**src/rtl/dma_agen_pkg.sv**
```systemverilog
package dma_agen_pkg;
    localparam int DEF_CNT_W  = 16;
    localparam int DEF_PAGE_W = 8;

    typedef enum logic {
        KIND_BYTE = 1'b0,
        KIND_WORD = 1'b1
    } chan_kind_e;

    typedef enum logic {
        DIR_UP   = 1'b0,
        DIR_DOWN = 1'b1
    } step_dir_e;
endpackage

```
**src/rtl/dma_agen_stepper.sv**
```systemverilog
module dma_agen_stepper #(
    parameter int W = dma_agen_pkg::DEF_CNT_W
) (
    input  logic                   clk,
    input  logic                   rst,
    input  logic                   load,
    input  logic [W-1:0]           load_val,
    input  logic                   step,
    input  dma_agen_pkg::step_dir_e dir,
    output logic [W-1:0]           q
);
    localparam logic [W-1:0] ONE = W'(1);

    always_ff @(posedge clk) begin
        if (rst) begin
            q <= '0;
        end else if (load) begin
            q <= load_val;
        end else if (step) begin
            if (dir == dma_agen_pkg::DIR_DOWN) q <= q - ONE;
            else                               q <= q + ONE;
        end
    end
endmodule

```
**src/rtl/dma_agen_tc.sv**
```systemverilog
module dma_agen_tc #(
    parameter int W = dma_agen_pkg::DEF_CNT_W
) (
    input  logic         clk,
    input  logic         rst,
    input  logic         load,
    input  logic [W-1:0] load_val,
    input  logic         step,
    output logic         tc
);
    logic [W-1:0] remain;
    logic         hit;

    dma_agen_stepper #(.W(W)) i_cnt (
        .clk      (clk),
        .rst      (rst),
        .load     (load),
        .load_val (load_val),
        .step     (step),
        .dir      (dma_agen_pkg::DIR_DOWN),
        .q        (remain)
    );

    assign hit = step && !load && (remain == '0);

    always_ff @(posedge clk) begin
        if (rst) tc <= 1'b0;
        else     tc <= hit;
    end
endmodule

```
**src/rtl/dma_agen_map.sv**
```systemverilog
module dma_agen_map #(
    parameter int CNT_W  = dma_agen_pkg::DEF_CNT_W,
    parameter int PAGE_W = dma_agen_pkg::DEF_PAGE_W
) (
    input  dma_agen_pkg::chan_kind_e  kind,
    input  logic [PAGE_W-1:0]         page,
    input  logic [CNT_W-1:0]          ctr,
    output logic [CNT_W+PAGE_W-1:0]   phys
);
    localparam int PHYS_W = CNT_W + PAGE_W;

    logic [PHYS_W-1:0] byte_form;
    logic [PHYS_W-1:0] word_form;

    assign byte_form = {page, ctr};

    generate
        if (PAGE_W > 1) begin : g_wide_page
            assign word_form = {page[PAGE_W-1:1], ctr, 1'b0};
        end else begin : g_narrow_page
            assign word_form = {ctr, 1'b0};
        end
    endgenerate

    always_comb begin
        if (kind == dma_agen_pkg::KIND_WORD) phys = word_form;
        else                                 phys = byte_form;
    end
endmodule

```
**src/rtl/dma_phys_addr_gen.sv**
```systemverilog
module dma_phys_addr_gen #(
    parameter int CNT_W  = dma_agen_pkg::DEF_CNT_W,
    parameter int PAGE_W = dma_agen_pkg::DEF_PAGE_W
) (
    input  logic                    clk,
    input  logic                    rst,
    input  logic                    is_word,
    input  logic                    dec_mode,
    input  logic [PAGE_W-1:0]       page_in,
    input  logic                    page_load,
    input  logic [CNT_W-1:0]        addr_in,
    input  logic                    addr_load,
    input  logic [CNT_W-1:0]        cnt_in,
    input  logic                    cnt_load,
    input  logic                    xfer_done,
    output logic [CNT_W+PAGE_W-1:0] phys_addr,
    output logic                    word_size,
    output logic                    tc_pulse
);
    import dma_agen_pkg::*;

    logic [PAGE_W-1:0] page_q;
    logic [CNT_W-1:0]  addr_q;
    chan_kind_e        kind;
    step_dir_e         dir;

    assign kind = is_word  ? KIND_WORD : KIND_BYTE;
    assign dir  = dec_mode ? DIR_DOWN  : DIR_UP;

    always_ff @(posedge clk) begin
        if (rst)            page_q <= '0;
        else if (page_load) page_q <= page_in;
    end

    dma_agen_stepper #(.W(CNT_W)) i_addr (
        .clk      (clk),
        .rst      (rst),
        .load     (addr_load),
        .load_val (addr_in),
        .step     (xfer_done),
        .dir      (dir),
        .q        (addr_q)
    );

    dma_agen_tc #(.W(CNT_W)) i_tc (
        .clk      (clk),
        .rst      (rst),
        .load     (cnt_load),
        .load_val (cnt_in),
        .step     (xfer_done),
        .tc       (tc_pulse)
    );

    dma_agen_map #(.CNT_W(CNT_W), .PAGE_W(PAGE_W)) i_map (
        .kind (kind),
        .page (page_q),
        .ctr  (addr_q),
        .phys (phys_addr)
    );

    assign word_size = is_word;
endmodule

```
**config.mk**
```make
export PLATFORM = sky130hd
export DESIGN_NAME = dma_phys_addr_gen
export DESIGN_NICKNAME = d
export VERILOG_FILES = /design/src/rtl/dma_agen_pkg.sv /design/src/rtl/dma_agen_stepper.sv /design/src/rtl/dma_agen_tc.sv /design/src/rtl/dma_agen_map.sv /design/src/rtl/dma_phys_addr_gen.sv
export SDC_FILE = /design/constraint.sdc
export NUM_CORES = 1
export LEC_CHECK = 0
export CORE_ASPECT_RATIO = 2
export CORE_UTILIZATION = 39
export DETAILED_ROUTE_END_ITERATION = 6
export DONT_BUFFER_PORTS = 1
export PLACE_DENSITY = 0.57
export SETUP_SLACK_MARGIN = 0.02
export SLEW_MARGIN = 20
export SYNTH_ARGS = -nofsm -noshare
export SYNTH_HDL_FRONTEND = slang
export SYNTH_SLANG_ARGS = --single-unit
```
**constraint.sdc**
```tcl
create_clock -name clk -period 1.85 [get_ports clk]
set_clock_uncertainty 0.1 [all_clocks]
set_input_delay 0.0925 -clock clk [delete_from_list [all_inputs] [get_ports clk]]
set_output_delay 0.0925 -clock clk [all_outputs]
set_load 0.02 [all_outputs]
```
Word level (Yosys, flattened, before mapping)
Index checks and enable logic that the tools add are counted.
{"block": "op_classes", "add_sub_neg": 3, "n_mul": 0, "n_div": 0, "order_cmp": 0, "n_eq_ne": 0, "shifts": 0, "n_mux": 8, "bitwise": 0, "n_reduce_logical": 6}
{"op": "$mux 16", "count": 5}
{"op": "$sub 16x1->16 const B", "count": 2}
{"op": "$mux 17", "count": 1}
{"op": "$add 16x1->16 const B", "count": 1}
{"op": "$logic_not 16->1", "count": 1}
{"op": "$reduce_bool 2->1", "count": 2}
{"op": "$logic_and 1x1->1", "count": 2}
{"op": "$mux 1", "count": 2}
{"op": "$logic_not 1->1", "count": 1}
{"block": "totals", "register_bits": 41, "latchBits": 0, "ramBits": 0, "mem_bits_ro": 0, "in_bits": 48, "wordCells": 21, "mem_count": 0}

Longest topological paths before layout
{"block": "depth", "depth_word": 4, "depth_mapped": 7, "depth_no_buf": 7}

Modules after synthesis
A second synthesis with hierarchy kept.
{"block": "unflattened", "cells_unflattened": 431, "area_unflattened_um2": 3677.3}
{"mod": "dma_agen_stepper at i_addr", "instances": 1, "cells_each": 184, "area_per_inst_um2": 1507.7, "seq_area_each_um2": 320.3}
{"mod": "dma_agen_stepper at i_tc.i_cnt", "instances": 1, "cells_each": 186, "area_per_inst_um2": 1493.9, "seq_area_each_um2": 320.3}
{"mod": "dma_agen_map", "instances": 1, "cells_each": 26, "area_per_inst_um2": 306.5, "seq_area_each_um2": 0.0}
{"mod": "dma_phys_addr_gen", "instances": 1, "cells_each": 27, "area_per_inst_um2": 292.8, "seq_area_each_um2": 160.2}
{"mod": "dma_agen_tc", "instances": 1, "cells_each": 8, "area_per_inst_um2": 76.3, "seq_area_each_um2": 20.0}

Worst setup path before layout
No wires, ideal clock.
{"block": "synth_timing", "kind": "reg-to-reg", "startpoint": "register i_tc.i_cnt.q[7]", "endpoint": "register i_tc.i_cnt.q[15]", "setup_time_ps": 115, "arrival_ps": 1740, "t_required_ps": 1635, "path_slack_ps": -105, "path_stages_with_launch": 6, "period_less_slack_ps": 1955, "cell_sequence": "dfxtp_1 -> or4_4 -> or4_4 -> nor3b_2 -> xor2_1 -> o21a_1"}
{"block": "synth_between", "elab_chain_cells": 3}
{"element": "start, declared", "line": "dma_agen_stepper.sv:10", "source": "output logic [W-1:0] q"}
{"element": "start signal, assigned", "line": "dma_agen_stepper.sv:18", "source": "q <= load_val;"}
{"element": "start signal, assigned", "line": "dma_agen_stepper.sv:20", "source": "if (dir == dma_agen_pkg::DIR_DOWN) q <= q - ONE;"}
{"element": "start signal, assigned", "line": "dma_agen_stepper.sv:21", "source": "else q <= q + ONE;"}
{"element": "$sub 16x1->16", "line": "dma_agen_stepper.sv:20"}
{"element": "$mux 16", "line": "dma_agen_stepper.sv:19", "source": "end else if (step) begin"}
{"element": "$mux 16", "line": "dma_agen_stepper.sv:17", "source": "end else if (load) begin"}
Every way passes these cells. The select of a mux whose other input is x is not followed.
A chain may end at the register's enable or synchronous reset.

Final worst setup path
{"block": "layout_timing", "startpoint": "register i_tc.i_cnt.q[10]", "endpoint": "register i_tc.i_cnt.q[14]"}
The elaborated chain is that of the path after synthesis.

==> metrics <==
grt total ovfl=0; crit start category=flip-flop; WP data arrival=2.05 ns; total wire length=9600 um; Die Width=63.2 um; DR vias=2935; required time worst endpoint=1.93 ns; Max Buffers Root-to-Sink=2; Syn Area/Cell=8.16 um2; Synth area leaders=dfxtp_1, a21oi_1, ha_1, mux2_2, mux2i_1; flop-to-flop setup slack=-0.12 ns; fmax=507 MHz; status=finished with violations; # DRC=0; Post-synth ARST share=0; final setup margin=-0.121 ns; EDFF count, synth=0; Core Rows=44; Setup TNS=-0.590 ns; Avg Vias per Cell=5.66; post-synthesis sequential area ratio=0.281; worst slew pin tran=1.05 ns; syn nets=423; remaining antenna violation count=0; die area=0.00786 mm2; CTS H-tree lvls=2; CP Class=reg2reg; CTS buffer count=5; I/O Buffers=0; Fin. Hold Viols=14; RSZ-0062 raised after global routing=true; starting density of the core=0.402; final setup vio count=10; filler cell count=665; Slew HR=0.299; Initial DRT Pass Iterations=4; crit path max fanout=2; Yosys top cell by area=dfxtp_1; pre-CTS setup slack=-0.159 ns; pwr/cell area=740 mW/mm2; cell count after synthesis=358; Die Y=124 um; Core Area=0.00727 mm2; IO Pins=74; first-pass GRT wire length=14900 um; HP Class=in2reg; Placer Congestion=0.923; clk slew on worst S/H paths=0.06 ns; leak pwr=1.73 nW; Max Cap Viol=0; CTS tree=done; clk root buf=clkbuf_16; share of the synthesized area in the top cell type=0.281; Starting DRT DRC Count=169; CP endpoint kind=flip-flop; fin crit share=1.07; detail-routed net length per standard cell=18.5 um; Final Max Tran Viols=0; area delta synth->final=46.5%; DPL Wire Length=6330 um; layout cells sized above 1=0.328; Hold Slack=-0.161 ns; nets@finish=491; Yosys cell types=47; # diodes=0; GRT Util Overall=0.249; failing checks=negative hold slack, negative setup slack; #FFs+latches synth=41; # clock sinks=41; mapped cell area=0.00292 mm2; vias in the first global route=2990; Min Clock Period, post-route=1.97 ns; Yosys warnings=0; Max VDD drop=0.422 mV; antenna violations before repair=0; pin count of the biggest net entering global routing=44; clk_lat worst skew=0.29 ns; most common flop cell mapped by yosys=dfxtp_1
-- kinds of logic (layout without fill, tap and decap cells) --
| logic type | after synthesis | in the layout | share of synthesized area |
|---|---|---|---|
| AO/OA/AOI/OAI | 94 | 94 | 0.194 |
| buffers and inverters | 43 | 112 | 0.0664 |
| flip-flops | 41 | 41 | 0.281 |
| XOR/XNOR | 25 | 25 | 0.0749 |
| adder cells (fa/ha/maj) | 17 | 17 | 0.0754 |
| AND/OR/NAND/NOR | 107 | 107 | 0.195 |
| multiplexers | 31 | 31 | 0.113 |
-- report_power, final --
group,switching [W],internal [W],total (W)
sequential,0.0000824,0.000961,0.00104
clock,0.000376,0.000537,0.000914
combinational,0.000587,0.000624,0.00121
total,0.00105,0.00212,0.00317
-- final timing paths --
check / from / depth (start not counted) / to
worst min-delay path: cnt_load / 1 / i_tc.i_cnt.q[14]
worst max-delay path: i_tc.i_cnt.q[10] / 6 / i_tc.i_cnt.q[14]
worst max register to register: i_tc.i_cnt.q[10] / 6 / i_tc.i_cnt.q[14]
worst min register to register: i_tc.i_cnt.q[14] / 1 / i_tc.tc
-- cells in the mapped netlist (all sizes together) (13+ instances only) --
cell type and n:
a21oi 42, buf 15, clkbuf 16, dfxtp 41, ha 16, mux2 16, mux2i 15, nand2 18
nor2 37, o21ai 13, xor2 14
-- metal layers --
| metal | up-vias | global-route usage | share of wire |
|---|---|---|---|
| met5 | - | 0 | 0 |
| met4 | 0 | 0.135 | 0.045 |
| met3 | 26 | 0.0339 | 0.035 |
| met2 | 86 | 0.495 | 0.58 |
| met1 | 1402 | 0.231 | 0.34 |
| li1 | 1421 | - | - |
-- state kept, by name (all words and copies together), names as in the netlist --
signal / cells
i_addr.q: 16
i_tc.i_cnt.q: 16
i_tc.tc: 1
page_q: 8
-- through the flow --
step,instances,util,area (um2),power [W]
floorplan,358,-,2950,0.00168
global placement,462,0.445,3230,0.00190
detailed placement,462,0.445,3230,0.00191
CTS,514,0.550,4000,0.00303
global route,519,0.589,4280,0.00333
finish,519,0.589,4280,0.00317
-- cell usage in the layout (no fill, tap or decap), types with 9 or more instances in the layout --
cell type	netlist	layout
buf_4	8	42
dlygate4sd3_1	0	41
a21oi_1	42	35
nor2_1	37	34
dfxtp_1	41	31
mux2_2	16	16
nand2_1	18	16
mux2i_1	15	15
xor2_1	14	14
inv_1	12	10
ha_4	0	10
dfxtp_2	0	10
xnor2_1	11	9
nor3b_1	11	9
-- worst max-delay path: stages, from the launching register on --
cell and delay (ns):
dfxtp_2 0.32, or4_4 0.54, or4_4 0.45, buf_6 0.14
nor2_4 0.07, xor2_1 0.06, o21a_1 0.16
-- timing repair --
item	in CTS	in global routing
setup endpoints to repair	21	22
gates cloned	0	0
gates resized for setup	40	44
buffers inserted	3	3
hold endpoints to repair	41	15
pin swaps	18	31
hold buffers	41	2
-- layout make-up --
type                            instances  area (um2)  area share
Inverter                               12        45.0      0.0105
Clock inverter                          2        13.8     0.00322
Multi-Input combinational cell        274        2300       0.537
Clock buffer                            6         139      0.0324
Timing Repair Buffer                   92         837       0.196
Tap cell                               92         115      0.0269
Sequential cell                        41         833       0.195
(Power assumes the default switching activity.)
